[config.mk]
export PLATFORM = sky130hd
export DESIGN_NAME = phy_pwr_sequencer
export DESIGN_NICKNAME = d
export VERILOG_FILES = /design/src/rtl/pseq_pkg.sv /design/src/rtl/pseq_timer.sv /design/src/rtl/pseq_poll_unit.sv /design/src/rtl/pseq_cal_capture.sv /design/src/rtl/phy_pwr_sequencer.sv
export SDC_FILE = /design/constraint.sdc
export NUM_CORES = 1
export LEC_CHECK = 0
export BUFFER_PORTS_ARGS = -buffer_cell sky130_fd_sc_hd__buf_4
export CORE_AREA = 3 3 112 114
export DETAILED_ROUTE_END_ITERATION = 16
export DIE_AREA = 0 0 115 117
export PLACE_DENSITY = 0.52
export SLEW_MARGIN = 20
export SYNTH_ARGS = -nofsm -noshare
export SYNTH_HDL_FRONTEND = slang
export SYNTH_SLANG_ARGS = --single-unit
[constraint.sdc]
create_clock -name clk -period 3.3 [get_ports clk]
set_clock_uncertainty 0.2 [all_clocks]
set_input_delay 0.33 -clock clk [delete_from_list [all_inputs] [get_ports clk]]
set_output_delay 0.33 -clock clk [all_outputs]
set_load 0.01 [all_outputs]
[src/rtl/pseq_pkg.sv]
`timescale 1ns/1ps
package pseq_pkg;

  typedef enum logic [3:0] {
    ST_OFF,
    ST_SETTLE,
    ST_POLL,
    ST_CALWAIT,
    ST_CALCHK,
    ST_ON,
    ST_DN_SHUT,
    ST_DN_RST,
    ST_DN_TIF
  } seq_state_e;

  localparam int unsigned CODE_W = 4;
  localparam logic [CODE_W-1:0] CODE_IDLE = 4'd7;
  localparam logic [CODE_W-1:0] CODE_ULP  = 4'd8;

  function automatic logic code_is_ready(input logic [CODE_W-1:0] code);
    return (code == CODE_IDLE) || (code == CODE_ULP);
  endfunction

endpackage

[src/rtl/pseq_timer.sv]
`timescale 1ns/1ps
module pseq_timer #(
  parameter int unsigned W = 8
) (
  input  logic         clk,
  input  logic         rst_n,
  input  logic         clr,
  input  logic         en,
  input  logic [W-1:0] limit,
  output logic         hit
);

  logic [W-1:0] cnt_q;

  assign hit = en && !clr && (cnt_q == (limit - W'(1)));

  always_ff @(posedge clk or negedge rst_n) begin
    if (!rst_n)         cnt_q <= '0;
    else if (clr || hit) cnt_q <= '0;
    else if (en)        cnt_q <= cnt_q + W'(1);
  end


  cnt_bound_chk: assert property (@(posedge clk) disable iff (!rst_n)
    (en && !clr && limit != '0) |-> (cnt_q < limit));


  wrap_chk: assert property (@(posedge clk) disable iff (!rst_n)
    hit |=> (cnt_q == '0));

endmodule

[src/rtl/pseq_poll_unit.sv]
`timescale 1ns/1ps
module pseq_poll_unit
  import pseq_pkg::*;
#(
  parameter int unsigned       POLL_CYCLES = 16,
  parameter longint unsigned   TIMEOUT_CYC = 1000
) (
  input  logic              clk,
  input  logic              rst_n,
  input  logic              active,
  input  logic [CODE_W-1:0] phy_code,
  output logic              ready_seen,
  output logic              timeout_hit
);

  localparam int unsigned PW = $clog2(POLL_CYCLES + 1);
  localparam int unsigned TW = $clog2(TIMEOUT_CYC + 1);

  logic poll_tick;

  pseq_timer #(.W(PW)) u_tick (
    .clk   (clk),
    .rst_n (rst_n),
    .clr   (!active),
    .en    (active),
    .limit (PW'(POLL_CYCLES)),
    .hit   (poll_tick)
  );

  pseq_timer #(.W(TW)) u_tmo (
    .clk   (clk),
    .rst_n (rst_n),
    .clr   (!active),
    .en    (active),
    .limit (TW'(TIMEOUT_CYC)),
    .hit   (timeout_hit)
  );

  assign ready_seen = poll_tick && code_is_ready(phy_code);


  tmo_active_chk: assert property (@(posedge clk) disable iff (!rst_n)
    timeout_hit |-> $past(active));

endmodule

[src/rtl/pseq_cal_capture.sv]
`timescale 1ns/1ps
module pseq_cal_capture #(
  parameter int unsigned CW = 4
) (
  input  logic          clk,
  input  logic          rst_n,
  input  logic          capture,
  input  logic          cal_done,
  input  logic [CW-1:0] cal_value,
  output logic          held,
  output logic [CW-1:0] code
);

  always_ff @(posedge clk or negedge rst_n) begin
    if (!rst_n) begin
      held <= 1'b0;
      code <= '0;
    end else if (capture && cal_done && !held) begin
      held <= 1'b1;
      code <= cal_value;
    end
  end


  held_sticky_chk: assert property (@(posedge clk) disable iff (!rst_n)
    held |=> held);


  code_frozen_chk: assert property (@(posedge clk) disable iff (!rst_n)
    held |=> $stable(code));


  no_capture_chk: assert property (@(posedge clk) disable iff (!rst_n)
    (capture && !cal_done && !held) |=> !held);

endmodule

[src/rtl/phy_pwr_sequencer.sv]
`timescale 1ns/1ps
module phy_pwr_sequencer
  import pseq_pkg::*;
#(
  parameter int unsigned CLK_MHZ     = 250,
  parameter int unsigned SETTLE_US   = 10,
  parameter int unsigned POLL_CYCLES = 2500,
  parameter int unsigned TIMEOUT_US  = 5000000,
  parameter int unsigned CAL_WAIT_US = 100,
  parameter int unsigned CAL_W       = 4
) (
  input  logic             clk,
  input  logic             rst_n,
  input  logic             pwr_on_req,
  input  logic             pwr_off_req,
  input  logic [3:0]       phy_state_code,
  input  logic             cal_done,
  input  logic [CAL_W-1:0] cal_value,
  output logic             phy_reset_n,
  output logic             phy_shutdown_n,
  output logic [1:0]       force_rx_mode,
  output logic             tif_reset_req,
  output logic             seq_done,
  output logic             seq_error,
  output logic             cal_held,
  output logic [CAL_W-1:0] cal_code
);

  localparam longint unsigned SETTLE_CYC  = 64'(CLK_MHZ) * 64'(SETTLE_US);
  localparam longint unsigned CAL_CYC     = 64'(CLK_MHZ) * 64'(CAL_WAIT_US);
  localparam longint unsigned TIMEOUT_CYC = 64'(CLK_MHZ) * 64'(TIMEOUT_US);
  localparam longint unsigned DLY_MAX     = (SETTLE_CYC > CAL_CYC) ? SETTLE_CYC : CAL_CYC;
  localparam int unsigned     DW          = $clog2(DLY_MAX + 1);

  seq_state_e st_q, st_d;
  logic       err_q;
  logic       err_set, err_clr;
  logic       busy;
  logic       dly_en, dly_hit;
  logic [DW-1:0] dly_limit;
  logic       poll_active, ready_seen, timeout_hit;

  // shared settle / calibration-wait delay counter
  assign dly_en    = (st_q == ST_SETTLE) || (st_q == ST_CALWAIT);
  assign dly_limit = (st_q == ST_SETTLE) ? DW'(SETTLE_CYC) : DW'(CAL_CYC);

  pseq_timer #(.W(DW)) u_dly (
    .clk   (clk),
    .rst_n (rst_n),
    .clr   (!dly_en),
    .en    (dly_en),
    .limit (dly_limit),
    .hit   (dly_hit)
  );

  assign poll_active = (st_q == ST_POLL);

  pseq_poll_unit #(
    .POLL_CYCLES (POLL_CYCLES),
    .TIMEOUT_CYC (TIMEOUT_CYC)
  ) u_poll (
    .clk         (clk),
    .rst_n       (rst_n),
    .active      (poll_active),
    .phy_code    (phy_state_code),
    .ready_seen  (ready_seen),
    .timeout_hit (timeout_hit)
  );

  pseq_cal_capture #(.CW(CAL_W)) u_cal (
    .clk       (clk),
    .rst_n     (rst_n),
    .capture   (st_q == ST_CALCHK),
    .cal_done  (cal_done),
    .cal_value (cal_value),
    .held      (cal_held),
    .code      (cal_code)
  );

  assign busy = (st_q == ST_SETTLE) || (st_q == ST_POLL) ||
                (st_q == ST_CALWAIT) || (st_q == ST_CALCHK);

  always_comb begin
    st_d    = st_q;
    err_set = 1'b0;
    err_clr = 1'b0;
    unique case (st_q)
      ST_OFF: begin
        if (pwr_on_req && !pwr_off_req) begin
          st_d    = ST_SETTLE;
          err_clr = 1'b1;
        end
      end
      ST_SETTLE: begin
        if (pwr_off_req)  st_d = ST_DN_SHUT;
        else if (dly_hit) st_d = ST_POLL;
      end
      ST_POLL: begin
        if (pwr_off_req)     st_d = ST_DN_SHUT;
        else if (ready_seen) st_d = cal_held ? ST_ON : ST_CALWAIT;
        else if (timeout_hit) begin
          st_d    = ST_DN_SHUT;
          err_set = 1'b1;
        end
      end
      ST_CALWAIT: begin
        if (pwr_off_req)  st_d = ST_DN_SHUT;
        else if (dly_hit) st_d = ST_CALCHK;
      end
      ST_CALCHK:  st_d = pwr_off_req ? ST_DN_SHUT : ST_ON;
      ST_ON:      if (pwr_off_req) st_d = ST_DN_SHUT;
      ST_DN_SHUT: st_d = ST_DN_RST;
      ST_DN_RST:  st_d = ST_DN_TIF;
      ST_DN_TIF:  st_d = ST_OFF;
      default:    st_d = ST_OFF;
    endcase
  end

  always_ff @(posedge clk or negedge rst_n) begin
    if (!rst_n) begin
      st_q  <= ST_OFF;
      err_q <= 1'b0;
    end else begin
      st_q <= st_d;
      if (err_set)      err_q <= 1'b1;
      else if (err_clr) err_q <= 1'b0;
    end
  end

  // output decode
  always_comb begin
    phy_reset_n    = 1'b0;
    phy_shutdown_n = 1'b0;
    unique case (st_q)
      ST_SETTLE, ST_DN_SHUT: phy_reset_n = 1'b1;
      ST_POLL, ST_CALWAIT, ST_CALCHK, ST_ON: begin
        phy_reset_n    = 1'b1;
        phy_shutdown_n = 1'b1;
      end
      default: ;
    endcase
  end

  assign force_rx_mode = ((st_q == ST_SETTLE) || (st_q == ST_POLL)) ? 2'b11 : 2'b00;
  assign tif_reset_req = (st_q == ST_DN_TIF);
  assign seq_done      = (st_q == ST_ON);
  assign seq_error     = err_q;


  rel_order_chk: assert property (@(posedge clk) disable iff (!rst_n)
    $rose(phy_shutdown_n) |-> $past(phy_reset_n));


  dn_order_chk: assert property (@(posedge clk) disable iff (!rst_n)
    $fell(phy_reset_n) |-> (!phy_shutdown_n && $past(!phy_shutdown_n)));


  err_down_chk: assert property (@(posedge clk) disable iff (!rst_n)
    $rose(seq_error) |-> !phy_shutdown_n);


  abort_chk: assert property (@(posedge clk) disable iff (!rst_n)
    (busy && pwr_off_req) |=> (st_q == ST_DN_SHUT));


  skip_wait_chk: assert property (@(posedge clk) disable iff (!rst_n)
    (poll_active && ready_seen && cal_held && !pwr_off_req) |=> seq_done);


  tif_pulse_chk: assert property (@(posedge clk) disable iff (!rst_n)
    tif_reset_req |=> !tif_reset_req);

endmodule

=== Yosys cells after proc, flatten, opt, wreduce, memory -nomap -nowiden ===
Cells that the tools add are included.

* Eq/ne operators: 18
* Multiplexer cells: 30
* $add $sub $neg: 4
* Reduce and logical (&&, ||, !) cells: 25

{| class="wikitable"
|+ Operators with widths
! kind !! number
|-
| two-way mux 31 bit || 2
|-
| two-way mux 15 bit || 3
|-
| two-way mux 4 bit || 9
|-
| case mux 4 bit (8 select lines) || 1
|-
| adder 31 x 1 -> 31 bit (second input constant) || 1
|-
| == test 31 bit (second input constant) || 1
|-
| two-way mux 12 bit || 2
|-
| == test 4 x 3 -> 1 bit (second input constant) || 5
|-
| adder 15 x 1 -> 15 bit (second input constant) || 1
|-
| == test 15 bit || 1
|-
| subtractor 15 x 1 -> 15 bit (second input constant) || 1
|-
| adder 12 x 1 -> 12 bit (second input constant) || 1
|-
| == test 12 bit (second input constant) || 1
|-
| two-way mux 1 bit || 10
|-
| == test 4 x 2 -> 1 bit (second input constant) || 2
|-
| == test 4 bit (second input constant) || 2
|-
| nonzero test 2 bit || 4
|-
| logical AND 1 bit || 7
|-
| logical OR 1 bit || 6
|-
| inequality test 3 x 2 -> 1 bit (second input constant) || 2
|-
| OR reduction 6 bit || 1
|-
| AND reduction 5 bit || 1
|-
| == test 4 x 1 -> 1 bit (second input constant) || 1
|-
| zero test 1 bit || 4
|-
| other kinds (6) || 8
|}

* Word-level logic and storage cells: 84
* Register bits after elaboration: 68
* Input port bits: 13
* Output and inout port bits: 12

=== Longest topological paths before layout ===
* Depth after elaboration: 8
* Gate-level depth with buffers: 7

=== Modules after synthesis ===
From an unflattened synthesis, not the netlist that was laid out.

* Cells, all modules: 669
* Area, all modules: 6,035.8 um^2

{| class="wikitable"
|+ Modules (own cells, without submodules)
! module !! area each (um^2) !! cells an instance !! instances
|-
| pseq_timer at u_poll.u_tmo || 2,911.5 || 324 || 1
|-
| pseq_timer at u_dly || 1,328.8 || 145 || 1
|-
| pseq_timer at u_poll.u_tick || 1,056.0 || 119 || 1
|-
| phy_pwr_sequencer || 488.0 || 64 || 1
|-
| pseq_cal_capture || 214.0 || 11 || 1
|-
| pseq_poll_unit || 37.5 || 6 || 1
|}

=== Worst setup path before layout ===
OpenSTA, ideal clock, no wires.

* Path kind: register to register
* From: register st_q[3]
* To: register st_q[2]
* Data arrival time: 2,121 ps
* Path slack: 900 ps
* Stages on the path, launching flop included: 8
* Cells stage by stage: dfrtp_1 buf_6 or4b_4 or4_4 a211oi_2 or3_4 and2b_1 mux2i_1

* Word-level cells in the longest chain between the ends: 7

{| class="wikitable"
|+ Ends and longest elaborated chain
! what !! RTL line !! RTL
|-
| start, declared || phy_pwr_sequencer.sv:35 || <nowiki>seq_state_e st_q, st_d;</nowiki>
|-
| start signal, assigned || phy_pwr_sequencer.sv:124 || <nowiki>st_q <= st_d;</nowiki>
|-
| == test 4 x 1 -> 1 bit || phy_pwr_sequencer.sv:44, phy_pwr_sequencer.sv:45, phy_pwr_sequencer.sv:87 ||
|-
| two-way mux 15 bit || phy_pwr_sequencer.sv:45 || <nowiki>assign dly_limit = (st_q == ST_SETTLE) ? DW'(SETTLE_CYC) : DW'(CAL_CYC);</nowiki>
|-
| subtractor 15 x 1 -> 15 bit || pseq_timer.sv:15 || <nowiki>assign hit = en && !clr && (cnt_q == (limit - W'(1)));</nowiki>
|-
| == test 15 bit || pseq_timer.sv:15 ||
|-
| logical AND 1 bit || pseq_timer.sv:15 ||
|-
| inequality test 3 x 2 -> 1 bit (no source line) || -- ||
|-
| AND reduction 5 bit (no source line) || -- ||
|}

Several ways; a longest one is shown, not always the timed one.
A chain may end at the register's enable or synchronous reset.

=== Worst setup path after layout ===
* From: register st_q[1]
* To: register st_q[2]

The elaborated chain is that of the path after synthesis.

==> summary.md <==
| Metric | Value |
|---|---|
| Status | completed |
| Final Net Count | 401 |
| Hold crit path type | input port to register |
| Seq/Total Area, Yosys | 0.492 |
| Num CTS Buffers | 9 |
| Setup crit end kind | register |
| Comb pwr share | 0.220 |
| Synthesized flop and latch total | a little under 70 |
| First DRT Iteration DRCs | 104 |
| Final setup violation count | 0 |
| Leak | about 1.7 nW |
| Initial Utilization | 0.300 |
| Max frequency | between 300 and 400 MHz |
| First-pass GRT wire length | 12400 µm |
| # rows | 39 |
| Final Hold Fails | 0 |
| DP Wirelength | 4770 µm |
| DRC errors left | 0 |
| Peak supply drop | 287 µV |
| Worst Path Arrival | 2610 ps |
| Clock sink total | 68 |
| Crit path max fanout | 11 |
| ANT cells | 0 |
| Cell chosen for the clock root | clkbuf_16 |
| Share of Yosys cell area claimed by the top area cell type | 0.492 |
| Die ar. | 13500 µm² |
| Internal Power | 0.00176 W |
| Most common cell after layout, fill and taps aside | dfrtp_1 |
| Cells after Synth | 359 |
| Final instance area | 4070 µm² |
| Total GRT Usage | 0.114 |
| Synth area leaders | dfrtp_1, xor2_1, nor2_1, xnor2_1, nand3_1 |
| H-tree depth | 3 |
| Via density | between 4 and 5 |
| Clock power share | 0.386 |
| Most frequent cells in the layout | dfrtp_1, nor2_1, xor2_1 |
| Register clock-pin slew on the reported worst setup and hold paths | 60 ps |
| Slew HR | 0.415 |
| Synth area leader | dfrtp_1 |
| CTS tree | done |
| Sequential power share | 0.394 |
| Initial DRT Pass Iterations | 4 |
| PortBufs | 24 |
| RSZ-0062 raised after global routing | no |
| Worst slew pin tran | around 880 ps |
| # Post-CTS Setup Buffers | 0 |
| Period minus WS final | approximately 2600 ps |
| EDFF count, synth | 0 |
| Routed WL | 6990 µm |
| Cell variety after synth | 50 |
| Power density over the cells | 615 nW/µm² |
| Setup TNS | 0 ps |
| Sw frac | 0.296 |
| Pins Over Slew Limit | 0 |
| GP Congestion | 0.791 |
| Die X | 115 µm |
| Die Span Y | 117 µm |
| Core footprint | 11500 µm² |
| Clk_lat worst skew | around 330 ps |
| Net switching power figure | 0.000740 W |
| Crit path launch type | register |
| Drt wl/cell | 13.1 µm |
| # IOs | 25 |
| Number of global-route vias before repair | about 2600 |
| Synth Flop Type | dfrtp_1 |
| Req. time, crit path | between 3000 and 4000 ps |
| Largest net degree at the start of global routing | 69 |
| DR vias | 2615 |
| Synth Cell Area | 3460 µm² |
| Fraction of layout cells with a size suffix above 1 | 0.141 |
| CTS Hold Buffers Added | 1 |
| Area growth syn-to-layout | 17.8% |
| Final Cycle Share | 0.777 |
| Clock buffer depth | 2 |
| Worst Path Class, Setup | register to register |
| Post-synthesis average cell area | around 9.6 µm² |
| Max-cap violations | 0 |
| Ys async rst share | 1.00 |
| Mapped Nets | 375 |
| PostCTS Resize Cnt | 0 |
| Grt ovf | 0 |
| Post-DP Area | 3760 µm² |
| Post-DRT Antenna Nets | 0 |
| Warnings from Yosys | 0 |
| Antenna violations before repair | 0 |
[layer usage]
layer,global-route usage,share of wire
met5,0,0
met4,0.0376,0.012
met3,0.0334,0.038
met2,0.179,0.46
met1,0.153,0.49
[cell type report]
cell class | count | area (µm²)
flip-flops and latches | 68 | 1700
well taps | 143 | 179
multi-input cells | 272 | 1660
repair buffers | 27 | 205
inverters | 7 | 26.3
clock buffers | 12 | 256
clock inverters | 4 | 47.5
fillers | 1169 | 7440
[worst paths after layout]
check / from / endpoint / slack, ps / cells past startpoint
hold / removal: cal_value[3] / u_cal.code[3]$_DFFE_PN0P_ / 30 / 2
min in group asynchronous: rst_n / u_poll.u_tmo.cnt_q[23]$_DFFE_PN0P_ / 470 / 2
setup / recovery: st_q[1]$_DFFE_PN0P_ / st_q[2]$_DFFE_PN0P_ / 730 / 6
hold reg to reg: u_poll.u_tick.cnt_q[0]$_DFFE_PN0P_ / u_poll.u_tick.cnt_q[0]$_DFFE_PN0P_ / 290 / 1
setup reg to reg: st_q[1]$_DFFE_PN0P_ / st_q[2]$_DFFE_PN0P_ / 730 / 6
max in group asynchronous: rst_n / u_poll.u_tick.cnt_q[8]$_DFFE_PN0P_ / 1860 / 2
[cells in the mapped netlist, types with 2 or more instances]
cell	number
and3_1	19
buf_2	3
xor2_1	30
nor4b_1	3
nor4bb_1	2
clkbuf_1	4
nor2_1	61
nor3_1	4
mux2_2	4
inv_1	7
nand4_1	11
xnor2_1	17
a21oi_1	10
o21ai_0	14
nor4_1	5
ha_1	3
buf_4	2
nand2_1	26
nand3_1	26
or2_2	2
or3_1	7
dfrtp_1	68
and4_1	4
[cell families (layout without fill, tap and decap cells)]
logic type / after synthesis / after routing / synth area share
AO/OA/AOI/OAI: 32 / 32 / 0.0543
adder cells (fa/ha/maj): 3 / 3 / 0.0109
AND/OR/NAND/NOR: 185 / 185 / 0.279
flip-flops: 68 / 68 / 0.492
XOR/XNOR: 47 / 47 / 0.119
buffers and inverters: 19 / 50 / 0.0289
multiplexers: 5 / 5 / 0.0159
[sequential cells by signal (all words and copies together), names as in the netlist]
register / cells
seq_error: 1
st_q: 4
u_cal.code: 4
u_cal.held: 1
u_dly.cnt_q: 15
u_poll.u_tick.cnt_q: 12
u_poll.u_tmo.cnt_q: 31
[worst max-delay path: stages (launching register included)]
cell and delay (ps):
dfrtp_1 500, or4b_4 590, or4_4 500, a211oi_2 230
or3_4 160, and2b_1 130, mux2i_1 180
[power groups by stage]
stage / Combinational, W / Clock, W / Sequential, W
global route: 0.000619 / 0.00104 / 0.00100
detailed placement: 0.000557 / 0 / 0.000998
CTS: 0.000561 / 0.00100 / 0.000983
floorplan: 0.000410 / 0 / 0.000958
finish: 0.000551 / 0.000967 / 0.000986
global placement: 0.000553 / 0 / 0.000995
[metrics by stage]
| stage | hold WS, ps | std cells | util | worst slack (ps) | power, W |
|---|---|---|---|---|---|
| 2_1_floorplan | -166 | 359 | - | 900 | 0.00137 |
| 6_report | 33.7 | 533 | 0.354 | 735 | 0.00250 |
| 5_1_grt | 29.1 | 533 | 0.354 | 640 | 0.00266 |
| 4_1_cts | 21.3 | 533 | 0.354 | 734 | 0.00255 |
| 3_5_place_dp | 279 | 516 | 0.326 | 758 | 0.00156 |
| 3_3_place_gp | 274 | 516 | 0.326 | 788 | 0.00155 |
(Power assumes the default switching activity.)
